## config.mk

```make
export PLATFORM = sky130hd
export DESIGN_NAME = cmp_timer
export DESIGN_NICKNAME = d
export VERILOG_FILES = /design/src/rtl/tmr_pkg.sv /design/src/rtl/tmr_tick.sv /design/src/rtl/tmr_core.sv /design/src/rtl/tmr_flags.sv /design/src/rtl/cmp_timer.sv
export SDC_FILE = /design/constraint.sdc
export NUM_CORES = 1
export LEC_CHECK = 0
export BUFFER_PORTS_ARGS = -buffer_cell sky130_fd_sc_hd__buf_2
export CORE_MARGIN = 2
export CORE_UTILIZATION = 35
export CTS_CLUSTER_DIAMETER = 120
export CTS_CLUSTER_SIZE = 12
export DETAILED_ROUTE_END_ITERATION = 10
export PLACE_DENSITY = 0.53
export SLEW_MARGIN = 5
export SYNTH_ARGS = -nofsm -noshare
export SYNTH_HDL_FRONTEND = slang
export SYNTH_HIERARCHICAL = 1
export SYNTH_SLANG_ARGS = --single-unit
export TNS_END_PERCENT = 5
```

## constraint.sdc

```tcl
create_clock -name clk -period 3.2 [get_ports clk]
set_input_delay 0.64 -clock clk [delete_from_list [all_inputs] [get_ports clk]]
set_output_delay 0.64 -clock clk [all_outputs]
set_load 0.02 [all_outputs]
```

## src/rtl/tmr_pkg.sv

```systemverilog
package tmr_pkg;
   typedef enum logic [1:0] {
      PIN_HOLD   = 2'b00,
      PIN_TOGGLE = 2'b01,
      PIN_CLEAR  = 2'b10,
      PIN_SET    = 2'b11
   } pin_act_t;

   typedef enum logic {
      MODE_WRAP = 1'b0,
      MODE_CLR  = 1'b1
   } cnt_mode_t;

   localparam logic [1:0] ADDR_CTRL = 2'd0;
   localparam logic [1:0] ADDR_CMP  = 2'd1;
   localparam logic [1:0] ADDR_CNT  = 2'd2;
   localparam logic [1:0] ADDR_IRQ  = 2'd3;
endpackage

```

## src/rtl/tmr_tick.sv

```systemverilog
module tmr_tick #(
   parameter int PRE_STEP    = 3,
   parameter int SYNC_STAGES = 2
) (
   input  logic       clk,
   input  logic       rst_n,
   input  logic       en,
   input  logic [1:0] sel,
   input  logic       ext_src,
   input  logic       ext_pin,
   output logic       tick
);
   localparam int PRE_W = PRE_STEP * 3;

   logic [PRE_W-1:0] div_q;
   logic [PRE_W-1:0] div_lim;
   logic             clk_tick;
   logic             ext_tick;
   logic             edge_q;
   logic [SYNC_STAGES-1:0] sync_q;

   // Ratio 2^(PRE_STEP*sel); the top select wraps to all ones.
   always_comb begin
      div_lim = (PRE_W'(1) << (PRE_STEP * int'(sel))) - PRE_W'(1);
   end

   assign clk_tick = en && (div_q == div_lim);

   always_ff @(posedge clk or negedge rst_n) begin
      if (!rst_n)        div_q <= '0;
      else if (!en)      div_q <= '0;
      else if (clk_tick) div_q <= '0;
      else               div_q <= div_q + PRE_W'(1);
   end

   generate
      for (genvar g = 0; g < SYNC_STAGES; g++) begin : g_sync
         if (g == 0) begin : g_first
            always_ff @(posedge clk or negedge rst_n) begin
               if (!rst_n) sync_q[0] <= 1'b0;
               else        sync_q[0] <= ext_pin;
            end
         end else begin : g_next
            always_ff @(posedge clk or negedge rst_n) begin
               if (!rst_n) sync_q[g] <= 1'b0;
               else        sync_q[g] <= sync_q[g-1];
            end
         end
      end
   endgenerate

   always_ff @(posedge clk or negedge rst_n) begin
      if (!rst_n) edge_q <= 1'b0;
      else        edge_q <= sync_q[SYNC_STAGES-1];
   end

   assign ext_tick = en && sync_q[SYNC_STAGES-1] && !edge_q;
   assign tick     = ext_src ? ext_tick : clk_tick;
endmodule

```

## src/rtl/tmr_core.sv

```systemverilog
module tmr_core
   import tmr_pkg::*;
#(
   parameter int CNT_W = 8
) (
   input  logic             clk,
   input  logic             rst_n,
   input  logic             tick,
   input  cnt_mode_t        mode,
   input  logic [CNT_W-1:0] cmp_val,
   input  logic             cnt_we,
   input  logic [CNT_W-1:0] cnt_wdata,
   output logic [CNT_W-1:0] count,
   output logic             ovf_evt,
   output logic             cmp_evt
);
   logic adv;
   logic at_max;
   logic at_cmp;

   assign at_max  = (count == {CNT_W{1'b1}});
   assign at_cmp  = (count == cmp_val);
   assign adv     = tick && !cnt_we;
   assign ovf_evt = adv && at_max;
   assign cmp_evt = adv && at_cmp;

   always_ff @(posedge clk or negedge rst_n) begin
      if (!rst_n)                                count <= '0;
      else if (cnt_we)                           count <= cnt_wdata;
      else if (adv && mode == MODE_CLR && at_cmp) count <= '0;
      else if (adv)                              count <= count + CNT_W'(1);
   end
endmodule

```

## src/rtl/tmr_flags.sv

```systemverilog
module tmr_flags
   import tmr_pkg::*;
(
   input  logic     clk,
   input  logic     rst_n,
   input  logic     ovf_evt,
   input  logic     cmp_evt,
   input  logic     clr_ovf,
   input  logic     clr_cmp,
   input  logic     ack,
   input  logic     gie,
   input  logic     ovf_ie,
   input  logic     cmp_ie,
   input  pin_act_t pin_act,
   output logic     ovf_flag,
   output logic     cmp_flag,
   output logic     irq,
   output logic     pin
);
   logic ack_cmp;
   logic ack_ovf;

   assign ack_cmp = ack && gie && cmp_ie && cmp_flag;
   assign ack_ovf = ack && gie && ovf_ie && ovf_flag && !ack_cmp;

   always_ff @(posedge clk or negedge rst_n) begin
      if (!rst_n)                  ovf_flag <= 1'b0;
      else if (ovf_evt)            ovf_flag <= 1'b1;
      else if (clr_ovf || ack_ovf) ovf_flag <= 1'b0;
   end

   always_ff @(posedge clk or negedge rst_n) begin
      if (!rst_n)                  cmp_flag <= 1'b0;
      else if (cmp_evt)            cmp_flag <= 1'b1;
      else if (clr_cmp || ack_cmp) cmp_flag <= 1'b0;
   end

   always_ff @(posedge clk or negedge rst_n) begin
      if (!rst_n) pin <= 1'b0;
      else if (cmp_evt) begin
         case (pin_act)
            PIN_TOGGLE: pin <= !pin;
            PIN_CLEAR:  pin <= 1'b0;
            PIN_SET:    pin <= 1'b1;
            default:    pin <= pin;
         endcase
      end
   end

   assign irq = gie && ((ovf_ie && ovf_flag) || (cmp_ie && cmp_flag));
endmodule

```

## src/rtl/cmp_timer.sv

```systemverilog
module cmp_timer
   import tmr_pkg::*;
#(
   parameter int CNT_W       = 8,
   parameter int PRE_STEP    = 3,
   parameter int SYNC_STAGES = 2
) (
   input  logic             clk,
   input  logic             rst_n,
   input  logic             ctl_we,
   input  logic [1:0]       ctl_addr,
   input  logic [CNT_W-1:0] ctl_wdata,
   input  logic             ext_evt_i,
   input  logic             irq_ack_i,
   output logic             irq_o,
   output logic             cmp_pin_o,
   output logic [CNT_W-1:0] count_o,
   output logic             ovf_flag_o,
   output logic             cmp_flag_o
);
   generate
      if (CNT_W < 8) begin : g_bad_width
         $error("cmp_timer: CNT_W must be at least 8 to hold the control fields");
      end
      if (PRE_STEP < 1) begin : g_bad_step
         $error("cmp_timer: PRE_STEP must be at least 1");
      end
      if (SYNC_STAGES < 2) begin : g_bad_sync
         $error("cmp_timer: SYNC_STAGES must be at least 2");
      end
   endgenerate

   logic             en_q;
   cnt_mode_t        mode_q;
   logic [1:0]       sel_q;
   logic             ext_q;
   pin_act_t         pin_act_q;
   logic [CNT_W-1:0] cmp_q;
   logic             ovf_ie_q;
   logic             cmp_ie_q;
   logic             gie_q;

   logic wr_ctrl, wr_cmp, wr_cnt, wr_irq;
   logic tick, ovf_evt, cmp_evt;
   logic unused_wbits;

   assign wr_ctrl = ctl_we && (ctl_addr == ADDR_CTRL);
   assign wr_cmp  = ctl_we && (ctl_addr == ADDR_CMP);
   assign wr_cnt  = ctl_we && (ctl_addr == ADDR_CNT);
   assign wr_irq  = ctl_we && (ctl_addr == ADDR_IRQ);
   assign unused_wbits = ^{ctl_wdata[CNT_W-1:7], ctl_wdata[3]};

   always_ff @(posedge clk or negedge rst_n) begin
      if (!rst_n) begin
         en_q      <= 1'b0;
         mode_q    <= MODE_WRAP;
         sel_q     <= 2'd0;
         ext_q     <= 1'b0;
         pin_act_q <= PIN_HOLD;
      end else if (wr_ctrl) begin
         en_q      <= ctl_wdata[0];
         mode_q    <= cnt_mode_t'(ctl_wdata[1]);
         sel_q     <= ctl_wdata[3:2];
         ext_q     <= ctl_wdata[4];
         pin_act_q <= pin_act_t'(ctl_wdata[6:5]);
      end
   end

   always_ff @(posedge clk or negedge rst_n) begin
      if (!rst_n)      cmp_q <= '0;
      else if (wr_cmp) cmp_q <= ctl_wdata;
   end

   always_ff @(posedge clk or negedge rst_n) begin
      if (!rst_n) begin
         ovf_ie_q <= 1'b0;
         cmp_ie_q <= 1'b0;
         gie_q    <= 1'b0;
      end else if (wr_irq) begin
         ovf_ie_q <= ctl_wdata[0];
         cmp_ie_q <= ctl_wdata[1];
         gie_q    <= ctl_wdata[2];
      end
   end

   tmr_tick #(.PRE_STEP(PRE_STEP), .SYNC_STAGES(SYNC_STAGES)) u_tick (
      .clk     (clk),
      .rst_n   (rst_n),
      .en      (en_q),
      .sel     (sel_q),
      .ext_src (ext_q),
      .ext_pin (ext_evt_i),
      .tick    (tick)
   );

   tmr_core #(.CNT_W(CNT_W)) u_core (
      .clk       (clk),
      .rst_n     (rst_n),
      .tick      (tick),
      .mode      (mode_q),
      .cmp_val   (cmp_q),
      .cnt_we    (wr_cnt),
      .cnt_wdata (ctl_wdata),
      .count     (count_o),
      .ovf_evt   (ovf_evt),
      .cmp_evt   (cmp_evt)
   );

   tmr_flags u_flags (
      .clk      (clk),
      .rst_n    (rst_n),
      .ovf_evt  (ovf_evt),
      .cmp_evt  (cmp_evt),
      .clr_ovf  (wr_irq && ctl_wdata[4]),
      .clr_cmp  (wr_irq && ctl_wdata[5]),
      .ack      (irq_ack_i),
      .gie      (gie_q),
      .ovf_ie   (ovf_ie_q),
      .cmp_ie   (cmp_ie_q),
      .pin_act  (pin_act_q),
      .ovf_flag (ovf_flag_o),
      .cmp_flag (cmp_flag_o),
      .irq      (irq_o),
      .pin      (cmp_pin_o)
   );
endmodule

```

==> flow_summary.ini, run 1 <==
[setup_path]
r2r_slack_ns = 0.28
timing.rr.start = sel_q[1]$_DFFE_PN0P_
setup.worst_path.start = sel_q[1]$_DFFE_PN0P_
arrival_ns = 3.14
worstSetupEndpointType = register
start_kind = register
rr_worst_depth = 10
worst-path-max-fanout = 7
crit_required_ns = 3.41
r2r-end = u_flags/ovf_flag$_DFFE_PN0P_
crit_type = register to register

[cts]
cts-htree-levels = 2
cts_hold_buf = 0
clock-root-buffer = clkbuf_8
post_cts_resize_count = 0
clkSinkCount = 41
post_cts_buffers = 0
clkSlewWorstSetupHoldPaths_ns = 0.07
cts_tree = yes
clkLatencyLatePin_ns = 0.29
cts-buffers-inserted = 5
clockBufferDepth = 2

[yosys]
ys_types = 45
ys_warn_count = 6
yosys-top-cells-area = dfrtp_1 (50%), mux2_2 (9.8%), xnor2_1 (6.3%)
async_reset_ff_share_pct = 100
synth_seq_cells = 41
synth_area_leader_cell = dfrtp_1
syn_area_per_cell_um2 = 11.6
syn-num-nets = 197
synthDominantCellAreaShare_pct = 49.6
syn_inst = 179
ys_seq_area_share_pct = 49.6
ys.flop_type = dfrtp_1
synth_edf_count = 0
syn_area_um2 = 2070

[hold_path]
worst_hold_path.num_cells = 0
hp-start = u_tick/sync_q[0]$_DFF_PN0_
min_to = u_tick/sync_q[1]$_DFF_PN0_
hp-class = register to register

[outcome]
outcome = completed

[placement]
pre_cts_slack_ns = 0.148
place_congestion = 0.794
portBuffers = 26
post-dp-hpwl_um = 3150
placed_cell_area_um2 = 2300
dp_cells = 281

[detailed_routing]
drcViolationCount = 0
wl_per_cell_um = 15.1
vias_per_cell = 4.96
vias = 1429
drt_iter0_drc = 133
drt-pass1-iter-count = 4
postRouteWirelength_um = 4340
ant_nets = 0

[sta]
tightest_slew_ns = 0.926
rsz0062_at_grt = false
slew_viol_final = 0
setup_ws_ns = 0.277
period_minus_slack_ns = 2.92
finalSetupViolations = 0
fin_crit_sh_pct = 91.3
skew_ns = 0.00219
max_freq_mhz = 342
setup-tns-final_ns = 0
timing.slew.headroom_pct = 38.3
hold_viol_final = 0

[global_route]
overflow = 0
track_usage_pct = 14.6
grt_pass1_vias = 1382
antenna_found_initial = 0
grt_start_max_net_pins = 42
grt_pass1_wl_um = 7180

[floorplanning]
start_util_pct = 35.6
die_h_um = 80.9
die_area_um2 = 6540
die_width_um = 80.9
fp.coreArea_um2 = 5820
rows = 28
pin_count = 27

[pwr]
ir_drop_v = 0.000294
p_per_area_nw_per_um2 = 621
p_leak_nw = 1.03

[finish]
utilization_pct = 41.1
design_area_um2 = 2390
drive_gt1_share_pct = 30.0
syn_to_final_growth_pct = 15.5
antenna_cells = 0
fin_nets = 231
fin_cells = 288

[job]
max_cap_violations = 0
## cells by family after synthesis
logic type / Yosys count / synth area share [%]
muxes: 19 / 10.3
and+or+nand+nor: 60 / 16.4
buffers and inverters: 5 / 0.907
xor gates and xnor gates: 22 / 9.67
DFF: 41 / 49.6
adders and majority gates: 3 / 1.81
AOI/OAI and AO/OA: 29 / 11.3
## critical path, stage by stage (launching register included)
cell and delay (ns):
dfrtp_1 0.44, or2_2 0.32, ha_1 0.31, xor2_1 0.13, o2111ai_1 0.19, or3_1 0.37, o21ai_1 0.31, nor2b_1 0.22
and4_1 0.24, and4b_1 0.20, a2bb2oi_1 0.14
## metal layers
metal  part of all wire, %  up-vias  global-route usage, %
li1                      -      716                      -
met1                    51      678                   21.7
met2                    43       31                   20.6
met3                   4.3        4                   3.67
met4                   1.3        0                   4.58
met5                     0        -                      0
## worst max path at each step
stage	depth (start not counted)	slack [ns]	to
after detailed placement	10	0.15	u_flags/ovf_flag$_DFFE_PN0P_
final	10	0.28	u_flags/ovf_flag$_DFFE_PN0P_
after CTS	10	0.12	u_flags/ovf_flag$_DFFE_PN0P_
after global placement	10	0.27	u_flags/ovf_flag$_DFFE_PN0P_
after global routing	10	0.004	u_flags/ovf_flag$_DFFE_PN0P_
after floorplan	10	0.29	u_flags/ovf_flag$_DFFE_PN0P_
## per-stage QoR
stage	power, mW	hold WS, ns
finish	1.48	0.350
global placement	1.16	0.336
CTS	1.50	0.352
floorplan	1.02	0.331
global route	1.58	0.363
detailed placement	1.16	0.335
## synthesized netlist by cell type, types with 4 or more instances
library cell	number
a22oi_1	7
and3_1	6
dfrtp_1	41
inv_1	4
mux2_2	18
nand2_1	9
nand3_1	7
nor2_1	17
o21ai_0	4
o21ai_1	6
xnor2_1	15
xor2_1	6
## registers in the layout, summed over array words and instances (netlist names)
signal / cells
pin_act_q: 2
cmp_q: 8
u_tick/edge_q: 1
sel_q: 2
u_flags/pin: 1
cmp_ie_q: 1
u_core/count: 8
u_flags/cmp_flag: 1
mode_q: 1
ovf_ie_q: 1
gie_q: 1
u_tick/sync_q: 2
ext_q: 1
u_tick/div_q: 9
u_flags/ovf_flag: 1
en_q: 1
## where the power goes
part / switching [mW] / internal [mW] / total, mW / leakage (nW)
sequential: 0.124 / 0.612 / 0.736 / 0.508
combinational: 0.211 / 0.199 / 0.410 / 0.477
clock: 0.167 / 0.171 / 0.338 / 0.0443
total: 0.502 / 0.983 / 1.48 / 1.03
## final cells by class
type | count | area [um^2]
Timing Repair Buffer | 28 | 145
Inverter | 4 | 15.0
Sequential cell | 41 | 1030
Multi-Input combinational cell | 133 | 1020
Clock buffer | 7 | 86.3
Fill cell | 578 | 3420
Tap cell | 75 | 93.8
## cell usage in the layout, fill, tap and decap left out, types with 3 or more instances in the layout
cell       n
a22oi_1    7
o21ai_1    7
clkbuf_8   6
ha_1       3
inv_1      4
nor2_1    17
xor2_1     6
xnor2_1   15
buf_2     26
nand3_1    7
mux2_2    18
nand2_1    9
and3_1     6
o21ai_0    3
dfrtp_1   41
nor3_1     3
Note: power is estimated with default switching activity, not from simulation.
==> run 2: changes to the inputs <==
--- a/config.mk
+++ b/config.mk
@@ -6,12 +6,14 @@
 export NUM_CORES = 1
 export LEC_CHECK = 0
 export BUFFER_PORTS_ARGS = -buffer_cell sky130_fd_sc_hd__buf_2
+export CAP_MARGIN = 10
+export CORE_ASPECT_RATIO = 1.2
 export CORE_MARGIN = 2
-export CORE_UTILIZATION = 35
+export CORE_UTILIZATION = 50
 export CTS_CLUSTER_DIAMETER = 120
 export CTS_CLUSTER_SIZE = 12
 export DETAILED_ROUTE_END_ITERATION = 10
-export PLACE_DENSITY = 0.53
+export PLACE_DENSITY = 0.71
 export SLEW_MARGIN = 5
 export SYNTH_ARGS = -nofsm -noshare
 export SYNTH_HDL_FRONTEND = slang
==> run 2 against run 1 <==
  * Combinational power up 1%
  * Via count is 1.7% higher
  * Routed wire length shrank 6.2%
  * Sequential share of layout area down 0.38 points
  * Utilization up 20 points
  * Clock skew up 0.0055 ns
  * Power increased by 10%
  * Largest power group unchanged
==> flow_summary.ini, run 2 (synthesized netlist as in run 1, its figures left out) <==
[outcome]
outcome = completed

[global_route]
grt_start_max_net_pins = 42
grt_pass1_wl_um = 6950
track_usage_pct = 19.5
antenna_found_initial = 0
grt_pass1_vias = 1459
overflow = 0

[sta]
hold_slack_ns = 0.358
skew_ns = 0.00773
rsz0062_at_grt = false
fin_crit_sh_pct = 89.7
slew_viol_final = 0
finalSetupViolations = 0
period_minus_slack_ns = 2.87
setup-tns-final_ns = 0
timing.slew.headroom_pct = 40.4
tightest_slew_ns = 0.894
max_freq_mhz = 348
hold_viol_final = 0

[placement]
place_congestion = 0.876
post-dp-hpwl_um = 2980
portBuffers = 26
placed_cell_area_um2 = 2280

[floorplanning]
fp.coreArea_um2 = 3970
start_util_pct = 52.1
pin_count = 27
rows = 25
die_area_um2 = 4670
die_width_um = 62.7
die_h_um = 74.5

[setup_path]
worst-path-max-fanout = 7
start_kind = register
crit_type = register to register
arrival_ns = 3.10
crit_required_ns = 3.43
worstSetupEndpointType = register

[finish]
fin_nets = 231
final_common_cell = dfrtp_1
antenna_cells = 0
syn_to_final_growth_pct = 16.6
largest_register = u_tick/div_q
drive_gt1_share_pct = 30.8
utilization_pct = 60.7
fill_cells = 355
top_regs = u_tick/div_q: 9 flops, cmp_q: 8 flops, u_core/count: 8 flops
largest_reg_flops = 9
design_area_um2 = 2410
final_cell_mix = dfrtp_1 (41), buf_2 (26), mux2_2 (18)

[cts]
clock-root-buffer = clkbuf_8
cts_tree = yes
clkSinkCount = 41
post_cts_buffers = 0
cts_hold_buf = 0
clockBufferDepth = 2
cts-buffers-inserted = 5
clkSlewWorstSetupHoldPaths_ns = 0.08
cts-htree-levels = 2
clkLatencyLatePin_ns = 0.30

[detailed_routing]
vias = 1453
vias_per_cell = 5.42
wl_per_cell_um = 15.2
drcViolationCount = 0
drt_iter0_drc = 67
drt-pass1-iter-count = 4
ant_nets = 0
postRouteWirelength_um = 4070

[pwr]
ir_drop_v = 0.000350
p_leak_nw = 1.05
p_per_area_nw_per_um2 = 680

[job]
max_cap_violations = 0

[hold_path]
hp-class = register to register
run 2: path summary, 6_finish.rpt:
kind | slack, ns | cells past startpoint | start | to
setup / recovery | 0.33 | 10 | sel_q[1]$_DFFE_PN0P_ | u_flags/ovf_flag$_DFFE_PN0P_
hold / removal | 0.36 | 0 | u_tick/sync_q[0]$_DFF_PN0_ | u_tick/sync_q[1]$_DFF_PN0_
setup reg to reg | 0.33 | 10 | sel_q[1]$_DFFE_PN0P_ | u_flags/ovf_flag$_DFFE_PN0P_
hold reg to reg | 0.36 | 0 | u_tick/sync_q[0]$_DFF_PN0_ | u_tick/sync_q[1]$_DFF_PN0_
max in group asynchronous | 2.18 | 1 | rst_n | cmp_q[7]$_DFFE_PN0P_
min in group asynchronous | 0.46 | 1 | rst_n | u_flags/ovf_flag$_DFFE_PN0P_
run 2: through the flow:
stage	instances	power (mW)	setup WS [ns]
finish	268	1.64	0.330
CTS	268	1.65	0.187
global placement	260	1.14	0.331
detailed placement	260	1.16	0.212
floorplan	179	1.02	0.288
global route	268	1.73	0.117
run 2: what timing repair did:
action	CTS	global route
endpoints found under the hold margin	0	0
resized for setup	0	1
setup endpoints to repair	0	2
run 2: worst max-delay path, cell delays in order, from the launching register on:
cell and delay, ns:
dfrtp_1 0.45, or2_2 0.32, ha_1 0.30, xor2_1 0.14
o2111ai_1 0.18, or3_1 0.36, o21ai_1 0.27, nor2b_1 0.21
and4_1 0.22, and4b_1 0.19, a2bb2oi_1 0.14
run 2: per-layer routing:
layer  vias up  GRT usage (%)  routed length (um)
met4         0           8.89                  72
met1       697           25.6                1900
met5         -              0                   0
met3         6           5.30                 232
met2        37           30.7                1860
li1        713              -                   -
run 2: layout make-up:
class | count | area, um^2 | area share, %
timing repair buffer | 28 | 145 | 6.02
clock inverter | 3 | 65.1 | 2.70
multi-input combinational | 133 | 1020 | 42.5
inverter | 4 | 15.0 | 0.622
clock buffer | 5 | 68.8 | 2.85
tap | 54 | 67.6 | 2.80
sequential | 41 | 1030 | 42.5
run 2: where the power goes:
part | total (mW) | switching [mW] | internal, mW
clock network | 0.492 | 0.182 | 0.310
logic | 0.415 | 0.215 | 0.200
registers | 0.734 | 0.122 | 0.612
total | 1.64 | 0.518 | 1.12
